**config.mk**
```make
export PLATFORM = sky130hd
export DESIGN_NAME = mdaf_filter
export DESIGN_NICKNAME = d
export VERILOG_FILES = /design/src/rtl/mdaf_pkg.sv /design/src/rtl/mdaf_regs.sv /design/src/rtl/mdaf_match.sv /design/src/rtl/mdaf_capture.sv /design/src/rtl/mdaf_filter.sv
export SDC_FILE = /design/constraint.sdc
export NUM_CORES = 1
export LEC_CHECK = 0
export BUFFER_PORTS_ARGS = -buffer_cell sky130_fd_sc_hd__buf_2
export CORE_ASPECT_RATIO = 0.6
export CORE_MARGIN = 2
export CORE_UTILIZATION = 45
export CTS_BUF_LIST = sky130_fd_sc_hd__clkbuf_8 sky130_fd_sc_hd__clkbuf_16
export DETAILED_ROUTE_END_ITERATION = 10
export PLACE_DENSITY_LB_ADDON = 0.08
export SYNTH_ARGS = -nofsm -noshare
export SYNTH_HDL_FRONTEND = slang
export SYNTH_SLANG_ARGS = --single-unit
```
**constraint.sdc**
```tcl
create_clock -name clk -period 3.7 [get_ports clk]
set_input_delay 0.185 -clock clk [delete_from_list [all_inputs] [get_ports clk]]
set_output_delay 0.185 -clock clk [all_outputs]
set_load 0.005 [all_outputs]
```
**src/rtl/mdaf_pkg.sv**
```systemverilog
package mdaf_pkg;
   // Write-port targets
   typedef enum logic [1:0] {
      SEL_ADDR = 2'd0,
      SEL_MASK = 2'd1,
      SEL_CLR  = 2'd2,
      SEL_NONE = 2'd3
   } wsel_e;

   localparam int unsigned SEL_W = 2;
endpackage

```
**src/rtl/mdaf_regs.sv**
```systemverilog
module mdaf_regs
   import mdaf_pkg::*;
#(
   parameter int unsigned DATA_W = 8
) (
   input  logic              clk,
   input  logic              rst_n,
   input  logic              wr_en,
   input  logic [SEL_W-1:0]  wr_sel,
   input  logic [DATA_W-1:0] wr_data,
   output logic [DATA_W-1:0] addr_q,
   output logic [DATA_W-1:0] mask_q,
   output logic              clr_req
);
   wsel_e sel;
   assign sel = wsel_e'(wr_sel);

   always_ff @(posedge clk or negedge rst_n) begin
      if (!rst_n) begin
         addr_q <= '0;
         mask_q <= '0;
      end else if (wr_en) begin
         if (sel == SEL_ADDR) addr_q <= wr_data;
         if (sel == SEL_MASK) mask_q <= wr_data;
      end
   end

   assign clr_req = wr_en && (sel == SEL_CLR);

   AST_ADDR_LOAD: assert property (@(posedge clk) disable iff (!rst_n)
      (wr_en && wr_sel == 2'd0) |=> (addr_q == $past(wr_data)));
   AST_MASK_LOAD: assert property (@(posedge clk) disable iff (!rst_n)
      (wr_en && wr_sel == 2'd1) |=> (mask_q == $past(wr_data)));
   AST_REGS_HOLD: assert property (@(posedge clk) disable iff (!rst_n)
      (!wr_en || wr_sel[1]) |=> ($stable(addr_q) && $stable(mask_q)));
endmodule

```
**src/rtl/mdaf_match.sv**
```systemverilog
module mdaf_match #(
   parameter int unsigned DATA_W   = 8,
   parameter bit          BCAST_EN = 1'b1
) (
   input  logic [DATA_W-1:0] frame_byte,
   input  logic [DATA_W-1:0] addr,
   input  logic [DATA_W-1:0] mask,
   output logic              given_hit,
   output logic              bcast_hit
);
   logic [DATA_W-1:0] g_ok;

   // Own-address compare: a bit passes when masked off or equal
   for (genvar i = 0; i < DATA_W; i++) begin : g_given
      assign g_ok[i] = ~mask[i] | ~(frame_byte[i] ^ addr[i]);
   end
   assign given_hit = &g_ok;

   if (BCAST_EN) begin : g_bcast
      logic [DATA_W-1:0] b_ok;
      for (genvar i = 0; i < DATA_W; i++) begin : g_bit
         // broadcast pattern bit set => frame bit must be 1
         assign b_ok[i] = ~(addr[i] | mask[i]) | frame_byte[i];
      end
      assign bcast_hit = &b_ok;
   end else begin : g_no_bcast
      assign bcast_hit = 1'b0;
   end

   always_comb begin
      if (mask == '0) begin
         AST_ZERO_MASK_ALL: assert (given_hit);
      end
   end
endmodule

```
**src/rtl/mdaf_capture.sv**
```systemverilog
module mdaf_capture #(
   parameter int unsigned DATA_W = 8
) (
   input  logic              clk,
   input  logic              rst_n,
   input  logic              frame_valid,
   input  logic              accept,
   input  logic [DATA_W-1:0] frame_byte,
   input  logic              clr_req,
   output logic              flag_q,
   output logic [DATA_W-1:0] byte_q
);
   logic take;
   assign take = frame_valid && accept;

   always_ff @(posedge clk or negedge rst_n) begin
      if (!rst_n) begin
         flag_q <= 1'b0;
         byte_q <= '0;
      end else begin
         if (take)         flag_q <= 1'b1;
         else if (clr_req) flag_q <= 1'b0;
         if (take)         byte_q <= frame_byte;
      end
   end

   AST_TAKE_SETS: assert property (@(posedge clk) disable iff (!rst_n)
      take |=> (flag_q && byte_q == $past(frame_byte)));
   AST_CLEAR_DROPS: assert property (@(posedge clk) disable iff (!rst_n)
      (clr_req && !take) |=> !flag_q);
   AST_FLAG_HOLDS: assert property (@(posedge clk) disable iff (!rst_n)
      (!take && !clr_req) |=> $stable(flag_q));
   AST_BYTE_HOLDS: assert property (@(posedge clk) disable iff (!rst_n)
      !take |=> $stable(byte_q));
endmodule

```
**src/rtl/mdaf_filter.sv**
```systemverilog
module mdaf_filter
   import mdaf_pkg::*;
#(
   parameter int unsigned DATA_W   = 8,
   parameter bit          BCAST_EN = 1'b1
) (
   input  logic              clk,
   input  logic              rst_n,
   input  logic              frame_valid,
   input  logic [DATA_W-1:0] frame_byte,
   input  logic              frame_bit9,
   input  logic              mode_nine,
   input  logic              filt_en,
   input  logic              wr_en,
   input  logic [1:0]        wr_sel,
   input  logic [DATA_W-1:0] wr_data,
   output logic              rx_flag,
   output logic [DATA_W-1:0] rx_byte
);
   if (DATA_W < 1 || DATA_W > 64) begin : g_bad_width
      $error("mdaf_filter: DATA_W out of range");
   end

   logic [DATA_W-1:0] addr_q, mask_q;
   logic clr_req, given_hit, bcast_hit, filt_on, accept;

   mdaf_regs #(.DATA_W(DATA_W)) u_regs (
      .clk(clk), .rst_n(rst_n), .wr_en(wr_en), .wr_sel(wr_sel),
      .wr_data(wr_data), .addr_q(addr_q), .mask_q(mask_q), .clr_req(clr_req)
   );

   mdaf_match #(.DATA_W(DATA_W), .BCAST_EN(BCAST_EN)) u_match (
      .frame_byte(frame_byte), .addr(addr_q), .mask(mask_q),
      .given_hit(given_hit), .bcast_hit(bcast_hit)
   );

   assign filt_on = filt_en && mode_nine;
   assign accept  = !filt_on || (frame_bit9 && (given_hit || bcast_hit));

   mdaf_capture #(.DATA_W(DATA_W)) u_cap (
      .clk(clk), .rst_n(rst_n), .frame_valid(frame_valid), .accept(accept),
      .frame_byte(frame_byte), .clr_req(clr_req),
      .flag_q(rx_flag), .byte_q(rx_byte)
   );

   AST_BYPASS_SETS: assert property (@(posedge clk) disable iff (!rst_n)
      (frame_valid && !(filt_en && mode_nine)) |=> (rx_flag && rx_byte == $past(frame_byte)));
   AST_DATA_IGNORED: assert property (@(posedge clk) disable iff (!rst_n)
      (frame_valid && filt_en && mode_nine && !frame_bit9) |=> $stable(rx_byte));
   AST_DATA_NO_FLAG: assert property (@(posedge clk) disable iff (!rst_n)
      (frame_valid && filt_en && mode_nine && !frame_bit9 && !rx_flag) |=> !rx_flag);
endmodule

```
* Word-level counts from Yosys, hierarchy flattened
Index checks and enable logic that the tools add are counted.
** Operators by class
- Equality and inequality tests :: 2
- Multiplexer cells :: 2
- Bitwise operators :: 56
- Reductions and logical operators :: 13
** Operator list (count)
- NOT 1 bit :: 24
- OR 1 bit :: 24
- AND reduction 8 bit :: 2
- XOR 1 bit :: 8
- logical AND 1 bit :: 4
- AND reduction 2 bit :: 2
- equality test 2 x 1 -> 1 bit, second input constant :: 1
- equality test 2 bit, second input constant :: 1
- logical NOT 2 bit :: 1
- logical OR 1 bit :: 2
- two-way mux 1 bit :: 2
- nonzero test 2 bit :: 1
- logical NOT 1 bit :: 1
** Word-level totals
- Register bits after elaboration :: 25
- Bits of input ports :: 25
- Output and inout port bits :: 9
- Logic and storage cells :: 77

* Depth between registers and ports, before layout
Gate-level depths: netlist (run 1).
- Depth after elaboration :: 9
- Gate-level depth with buffers :: 6
- Gate-level depth less buffers :: 5

* Modules after synthesis
From an unflattened synthesis (run 1), not the netlist that was laid out.
** Unflattened totals
- Cell total of the unflattened synthesis :: 82
- Area, all modules :: 1137.3 um^2
** Modules (own cells, without submodules)
- mdaf_regs :: times used 1, cells an instance 35, area each 620.6 um^2, seq. area each 400.4 um^2
- mdaf_capture :: times used 1, cells an instance 20, area each 330.3 um^2, seq. area each 225.2 um^2
- mdaf_match :: times used 1, cells an instance 25, area each 176.4 um^2, seq. area each 0.0 um^2
- mdaf_filter :: times used 1, cells an instance 2, area each 10.0 um^2, seq. area each 0.0 um^2

* Worst setup path before layout (run 1)
OpenSTA, ideal clock, no wires.
- Path kind :: register to register
- Start point :: reg u_regs.addr_q[3]
- End point :: reg u_cap.byte_q[0]
- Setup time :: 0.126 ns
- Arrival :: 1.177 ns
- Required time :: 3.574 ns
- Setup slack :: 2.397 ns
- Stages on the path, launching flop included :: 7
- Path buffers :: 1
- Period minus slack after synthesis :: 1.303 ns
- Cell sequence :: dfrtp_1 -> nor2_1 -> o22a_2 -> o221ai_2 -> o31a_1 -> buf_6 -> mux2i_1
** On the way
- Word-level cells in the longest chain between the ends :: 8
- Elaborated cells between the ends (all ways) :: 12
- Classes of those cells :: bitwise: 6; reduce/logical: 6
** RTL lines
- from (decl) :: RTL line mdaf_regs.sv:11 : output logic [DATA_W-1:0] addr_q,
- from (signal assigned) :: RTL line mdaf_regs.sv:23 : if (sel == SEL_ADDR) addr_q <= wr_data;
- XOR 1 bit / OR 1 bit (equally long branches) :: RTL line mdaf_match.sv:15, mdaf_match.sv:23
- NOT 1 bit, on equally long branches :: RTL line mdaf_match.sv:15, mdaf_match.sv:23
- OR 1 bit, on equally long branches :: RTL line mdaf_match.sv:15, mdaf_match.sv:23
- AND reduction 8 bit, on equally long branches :: RTL line mdaf_match.sv:17, mdaf_match.sv:25
- logical OR 1 bit * :: RTL line mdaf_filter.sv:38 : assign accept = !filt_on || (frame_bit9 && (given_hit || bcast_hit));
- logical AND 1 bit * :: RTL line mdaf_filter.sv:38
- logical OR 1 bit * :: RTL line mdaf_filter.sv:38
- logical AND 1 bit * :: RTL line mdaf_capture.sv:14 : assign take = frame_valid && accept;
- to (signal assigned) :: RTL line mdaf_capture.sv:23 : if (take) byte_q <= frame_byte;
- to (decl) :: RTL line mdaf_capture.sv:11 : output logic [DATA_W-1:0] byte_q
Every way passes the cells marked *; elsewhere a longest branch is shown, timed or not.
A chain may end at the register's enable or synchronous reset.

* Worst setup path after layout (run 1)
- Start point :: reg u_regs.addr_q[0]
- End point :: reg u_cap.byte_q[6]
Same word-level chain as after synthesis.

==> impl_results.md, run 1 <==
* Kind of critical path: register to register
* Post-synth top area share at 47.9%
* P_int at approximately 0.00058 W
* Max Freq at a little over 600 MHz
* Crit start category: register
* #FFs+latches synth at 25
* Drt via density at between 5 and 6
* Diodes inserted at 0
* Area grow syn2layout at 19.5%
* Max-cap viol count at 0
* Antenna Nets Post-Route at 0
* Compound-Gate Fraction of Synth Area at 8.24%
* Cell area power density at ~540 mW/mm2
* Combinational power share at approximately 31%
* Clock sinks at 25
* Per-cell routed wire length at ~16 um
* Status: completed
* Root buffer cell: clkbuf_8
* I/O pin count at 34
* Layout cell share with drive strength beyond 1 at between 40% and 50%
* Worst-Skew Late Latency at 270 ps
* Total number of vias at between 900 and 1000
* Total power at between 0.0008 and 0.0009 W
* RSZ-0062 raised after global routing: no
* Remaining global-route overflow at 0
* Global Route Usage Sum at 17.5%
* Most numerous cell in the Yosys netlist: dfrtp_1
* Critical-path cell list: xor2_1 -> a22oi_1 -> nand4_1 -> o31a_1 -> mux2i_1
* Utilization after layout at a little under three fifths
* Worst-margin pin slew at 711 ps
* Switch Pwr at ~0.00027 W
* Horiz. Die Dim at about 74 um
* Die area at approximately 0.0034 mm2
* Flop-to-flop setup slack at about 2000 ps
* # setup viols final at 0
* Syn Nets at between 100 and 150
* HPWL Detailed at 2.05 mm
* Min-Delay Path Class: input pin to register
* Leakage Power at between 0.7 and 0.8 nW
* Post-synthesis sequential area ratio at between 40% and 50%
* H-tree levels at 1
* Area post-placement at about 0.0015 mm2
* Initial antenna violation count at 0
* Final hold violations at 0
* Ys async rst share at 100%
* Switching share of power at 32.1%
* Peak VDD IR at approximately 0.33 mV
* Max FO, Critical Path at 9
* Initial Util at 46.4%
* WP data required at 3900 ps
* Post-CTS resize count at 0
* DRT Pass-1 Iters at 4
* CTS tree: yes
* Clock power frac at roughly 20%
* First-pass GRT wire length at around 4.3 mm
* Mapped Cells at 101
* Adder-Cell Fraction of Synth Area at 0%
* Post-synth top area cell: dfrtp_1
* Post-CTS Hold Buffers at 1
* Commonest cells post-synth: dfrtp_1, mux2i_1, mux2_2, nor2_1, xor2_1
* FILL cells at ~250
* Relative slew slack at between 50% and 60%
* Post-Syn Area at about 0.0013 mm2
* Critical path endpoint category: register
* Largest family of logic cells by synthesized area: multiplexers
* Design Area, Final at approximately 0.0016 mm2
* Fin. max-slew vios at 0
* Slowest-stage cell, CP: o31a_1
* Part of the power in registers at 49.2%
* Fin nets at between 150 and 200
* Hold Slack at roughly 150 ps
* Simple-gate share of the synthesized area at approximately 5.5%
* Post-Route WL at ~2.7 mm
* Largest net degree at the start of global routing at 26
* Mux contribution to synthesized area at between 30 and 40%
* Post-synth cell types at 19
* Syn Area/Cell at 12.9 um2
* Row cnt at 15
* # DRC at 0
* Clk buf depth at 2
* Clock Pin Slew Worst Setup and Hold Paths at approximately 90 ps
* Initial DRC count at 33
* Post-Synth XOR/XNOR Area at 5.36%
* Post-CTS setup buffers at 0
* CTS buffer count at 3
* Tmin final at around 1600 ps
* Top cells by area, synth: dfrtp_1, mux2i_1, mux2_2
* Core footprint at 0.00282 mm2
* Skew final at 1.69 ps
* Number of synthesized flops with an enable pin at 0
* Yosys warns at 0
* Routability Congestion at approximately 0.75
* Critical path's largest stage delay at ~530 ps
* Crit path arrival time at around 1800 ps
* Fin crit share at ~44%
* Setup TNS at 0 ps
* Main synth FF type: dfrtp_1
* PortBufs at 33
* Vias in the first global route at slightly above 900
* Die Y at approximately 46 um
[layer usage]
metal / vias up / global-route usage (%) / routed length [um] / share of wire, %
li1: 449 / - / - / -
met1: 458 / 23.2 / 1340 / 50
met2: 21 / 28.7 / 1220 / 45
met3: 2 / 5.53 / 108 / 4.0
met4: 0 / 3.64 / 17 / 0.63
met5: - / 0 / 0 / 0
[power by group through the flow]
| stage | logic, W | registers (W) | clock network, W |
|---|---|---|---|
| 2_1_floorplan | 0.000173 | 0.000415 | 0 |
| 3_3_place_gp | 0.000259 | 0.000416 | 0 |
| 6_report | 0.000266 | 0.000418 | 0.000166 |
| 4_1_cts | 0.000270 | 0.000418 | 0.000170 |
| 5_1_grt | 0.000290 | 0.000430 | 0.000183 |
| 3_5_place_dp | 0.000267 | 0.000424 | 0 |
[logic make-up (layout without fill, tap and decap cells)]
logic type | after synthesis | count (layout)
simple gates | 15 | 15
xor+xnor | 8 | 8
buf+inv | 1 | 38
mux | 40 | 40
flops | 25 | 25
compound gates | 12 | 12
[metrics by stage]
step / std cells / setup WS (ps)
floorplan: 101 / 2400
global placement: 167 / 2140
detailed placement: 167 / 2110
CTS: 172 / 2060
global route: 172 / 1980
finish: 172 / 2050
[cells in the final DEF, fill, tap and decap left out, types with 2 or more instances in the layout]
cell | synthesis | routed
mux2_2 | 16 | 16
o22ai_1 | 2 | 2
xor2_1 | 8 | 8
mux2i_1 | 24 | 24
a22oi_1 | 3 | 3
buf_2 | 0 | 33
nor2_1 | 8 | 8
dfrtp_1 | 25 | 25
nand2_1 | 4 | 4
clkbuf_8 | 0 | 3
[area by class of cell]
class | count | area, um2 | area share, %
Clock buffer | 3 | 41.3 | 2.64
Timing Repair Buffer | 34 | 175 | 11.2
Tap cell | 34 | 42.5 | 2.72
Clock inverter | 1 | 7.51 | 0.481
Sequential cell | 25 | 626 | 40.1
Multi-Input combinational cell | 75 | 669 | 42.9
[sequential cells by signal, indices dropped and copies added, names as in the netlist]
register,count
u_cap.byte_q,8
u_cap.flag_q,1
u_regs.addr_q,8
u_regs.mask_q,8
[final timing paths]
kind	from	cells past startpoint	to
min in group asynchronous	rst_n	2	u_regs.mask_q[3]
hold / removal	wr_data[4]	2	u_regs.addr_q[4]
hold reg to reg	u_regs.mask_q[0]	1	u_regs.mask_q[0]
setup reg to reg	u_regs.addr_q[0]	5	u_cap.byte_q[6]
setup / recovery	u_regs.addr_q[0]	5	u_cap.byte_q[6]
max in group asynchronous	rst_n	2	u_regs.addr_q[0]
[worst max-delay path: cells and delay by family, from the launching register on]
| family | cells | cell delay (ps) |
|---|---|---|
| flip-flops | 1 | 410 |
| AO/OA/AOI/OAI | 2 | 640 |
| XOR/XNOR | 1 | 160 |
| multiplexers | 1 | 250 |
| AND/OR/NAND/NOR | 1 | 110 |
Power figures use the tool's default switching activity.
==> inputs of run 2 (changes only) <==
==> constraint.sdc (replaced) <==
create_clock -name clk -period 1.7 [get_ports clk]
set_input_delay 0.085 -clock clk [delete_from_list [all_inputs] [get_ports clk]]
set_output_delay 0.085 -clock clk [all_outputs]
set_load 0.005 [all_outputs]
==> impl_results.md, run 2 (synthesis results as in run 1) <==
* Diodes inserted at 0 (unchanged)
* Min-Delay Path Class: input pin to register
* WP data required at 1850 ps (-2050 ps)
* Fin. max-slew vios at 0 (unchanged)
* Leakage Power at 0.790 nW (+1.2%)
* Max-cap viol count at 0 (unchanged)
* I/O pin count at 34 (unchanged)
* Tmin final at 1450 ps (-198 ps)
* Global Route Usage Sum at 18.8% (+1.3 points)
* Min-Delay Startpoint: wr_data[0]
* Clock sinks at 25 (unchanged)
* Hold path cells at 2 (unchanged)
* # DRC at 0 (unchanged)
* Peak VDD IR at 0.505 mV (+51%)
* Skew final at 5.15 ps (+3.45 ps)
* FILL cells at 259 (+2.0%)
* Total number of vias at 938 (+0.86%)
* Crit path arrival time at 1600 ps (-240 ps)
* R2r worst-path depth at 5 (unchanged)
* Vias in the first global route at 950 (+4.2%)
* Worst path bufs/invs at 0 (unchanged)
* Delay-heaviest family, CP: compound AO/OA/AOI/OAI gates
* Layout cell share with drive strength beyond 1 at 43.9% (+1.1 points)
* Fin crit share at 85.2% (+41 points)
* GR Layer Usage met3 at 5.31% (-0.22 points)
* FF-to-FF Start: u_regs.addr_q[5]
* Flop-to-flop setup slack at 250 ps (-1800 ps)
* Die area at 0.00336 mm2 (unchanged)
* Met2 usage at 32.3% (+3.6 points)
* Initial DRC count at 50 (+52%)
* Critical-path cell list: nor2_1 -> o22a_2 -> o221ai_2 -> o31a_2 -> mux2i_1
* Horiz. Die Dim at 73.6 um (unchanged)
* Status: completed
* Routing usage on met1 at 24.5% (+1.3 points)
* Setup TNS at 0 ps (unchanged)
* # setup viols final at 0 (unchanged)
* CTS buffer count at 3 (unchanged)
* Worst-Skew Late Latency at 270 ps (about the same)
* Worst-margin pin slew at 600 ps (-111 ps)
* Antenna Nets Post-Route at 0 (unchanged)
* H-tree levels at 1 (unchanged)
* Core footprint at 0.00282 mm2 (unchanged)
* Crit start category: register
* Routability Congestion at 0.774 (+3.0%)
* Commonest non-fill, non-tap cell in the layout: buf_2
* Relative slew slack at 60.0% (+7.6 points)
* Largest net degree at the start of global routing at 26 (unchanged)
* Kind of critical path: register to register
* Max FO, Critical Path at 9 (unchanged)
* Root buffer cell: clkbuf_8
* Hold Slack at 59.3 ps (-95.2 ps)
* Critical path's largest stage delay at 420 ps (-110 ps)
* Most frequent cells in the layout: buf_2, dfrtp_1, mux2i_1, mux2_2
* RSZ-0062 raised after global routing: no
* First-pass GRT wire length at 4.63 mm (+8.2%)
* Hold path endpoint: u_regs.mask_q[0]
* Top flop regs: u_cap.byte_q: 8 flops, u_regs.addr_q: 8 flops, u_regs.mask_q: 8 flops
* Die Y at 45.7 um (unchanged)
* Area grow syn2layout at 20.0%
* CTS tree: yes
* Max Freq at 690 MHz (+14%)
* Clk buf depth at 2 (unchanged)
* Row cnt at 15 (unchanged)
* Initial Util at 46.4% (unchanged)
* Fin nets at 165 (+0.61%)
* Critical Path Start: u_regs.addr_q[5]
* Remaining global-route overflow at 0 (unchanged)
* Final hold violations at 0 (unchanged)
* Initial antenna violation count at 0 (unchanged)
* GR peak layer: met2
* Critical path endpoint category: register
* HPWL Detailed at 2.10 mm (+2.5%)
* Post-Route WL at 2.81 mm (+4.5%)
* PortBufs at 33 (unchanged)
* Per-cell routed wire length at 16.2 um (+3.9%)
* Reg-to-Reg End: u_cap.byte_q[5]
* Clock Pin Slew Worst Setup and Hold Paths at 90 ps (about the same)
* Drt via density at 5.42 (+0.28%)
* Slowest-stage cell, CP: dfrtp_1
* DRT Pass-1 Iters at 4 (unchanged)
* Cell area power density at 1170 mW/mm2 (+120%)
[run 2: changes by cell type in the layout (fill, tap and decap cells not counted), sizes merged]
cell | previous run | this run
clkinvlp | 1 | 0
clkinv | 0 | 1
buf | 33 | 34
[run 2: final cells by class]
class	count	area, um2	share of cell area, %
Tap cell	34	42.5	2.71
Timing Repair Buffer	35	183	11.7
Sequential cell	25	626	39.9
Clock inverter	1	5.00	0.319
Clock buffer	3	41.3	2.63
Multi-Input combinational cell	75	671	42.8
[run 2: how the worst max path moves through the flow]
stage                           end  slack [ps]  cells past startpoint
floorplan           u_cap.byte_q[0]         400                      6
global placement    u_cap.byte_q[6]         120                      5
detailed placement  u_cap.byte_q[5]         100                      5
CTS                 u_cap.byte_q[5]          60                      5
global route        u_cap.byte_q[4]         140                      5
finish              u_cap.byte_q[5]         250                      5
[run 2: per-layer routing]
layer	vias up	wire (um)	part of all wire [%]
li1	449	-	-
met1	467	1360	48
met2	20	1340	48
met3	2	89	3.2
met4	0	23	0.82
met5	-	0	0
[run 2: power by group]
group / internal [W] / total, W / leakage [nW] / switching, W
registers: 0.000767 / 0.000905 / 0.292 / 0.000138
clock network: 0.000164 / 0.000350 / 0.0255 / 0.000187
logic: 0.000325 / 0.000582 / 0.472 / 0.000257
total: 0.00126 / 0.00184 / 0.790 / 0.000582
[run 2: repair_timing]
action / 4_1_cts / 5_1_grt
endpoints found under the hold margin: 25 / 0
resized for setup: 0 / 1
setup endpoints to repair: 0 / 8
hold buffers: 1 / 0
setup buffers: 0 / 0
[run 2: metrics by stage]
stage          cell area [um2]  std cells  utilization [%]  power [W]  setup WS (ps)
2_1_floorplan             1310        101                -    0.00128            397
3_3_place_gp              1510        168             53.6    0.00147            122
3_5_place_dp              1510        168             53.6    0.00151           95.0
4_1_cts                   1570        173             55.6    0.00186           64.4
5_1_grt                   1570        173             55.7    0.00197            140
6_report                  1570        173             55.7    0.00184            251
[run 2: worst register-to-register path: cells and delay by family (launching register included)]
family             cells  cell delay [ps]
AOI/OAI and AO/OA      3              640
DFF                    1              420
muxes                  1              160
and+or+nand+nor        1              120
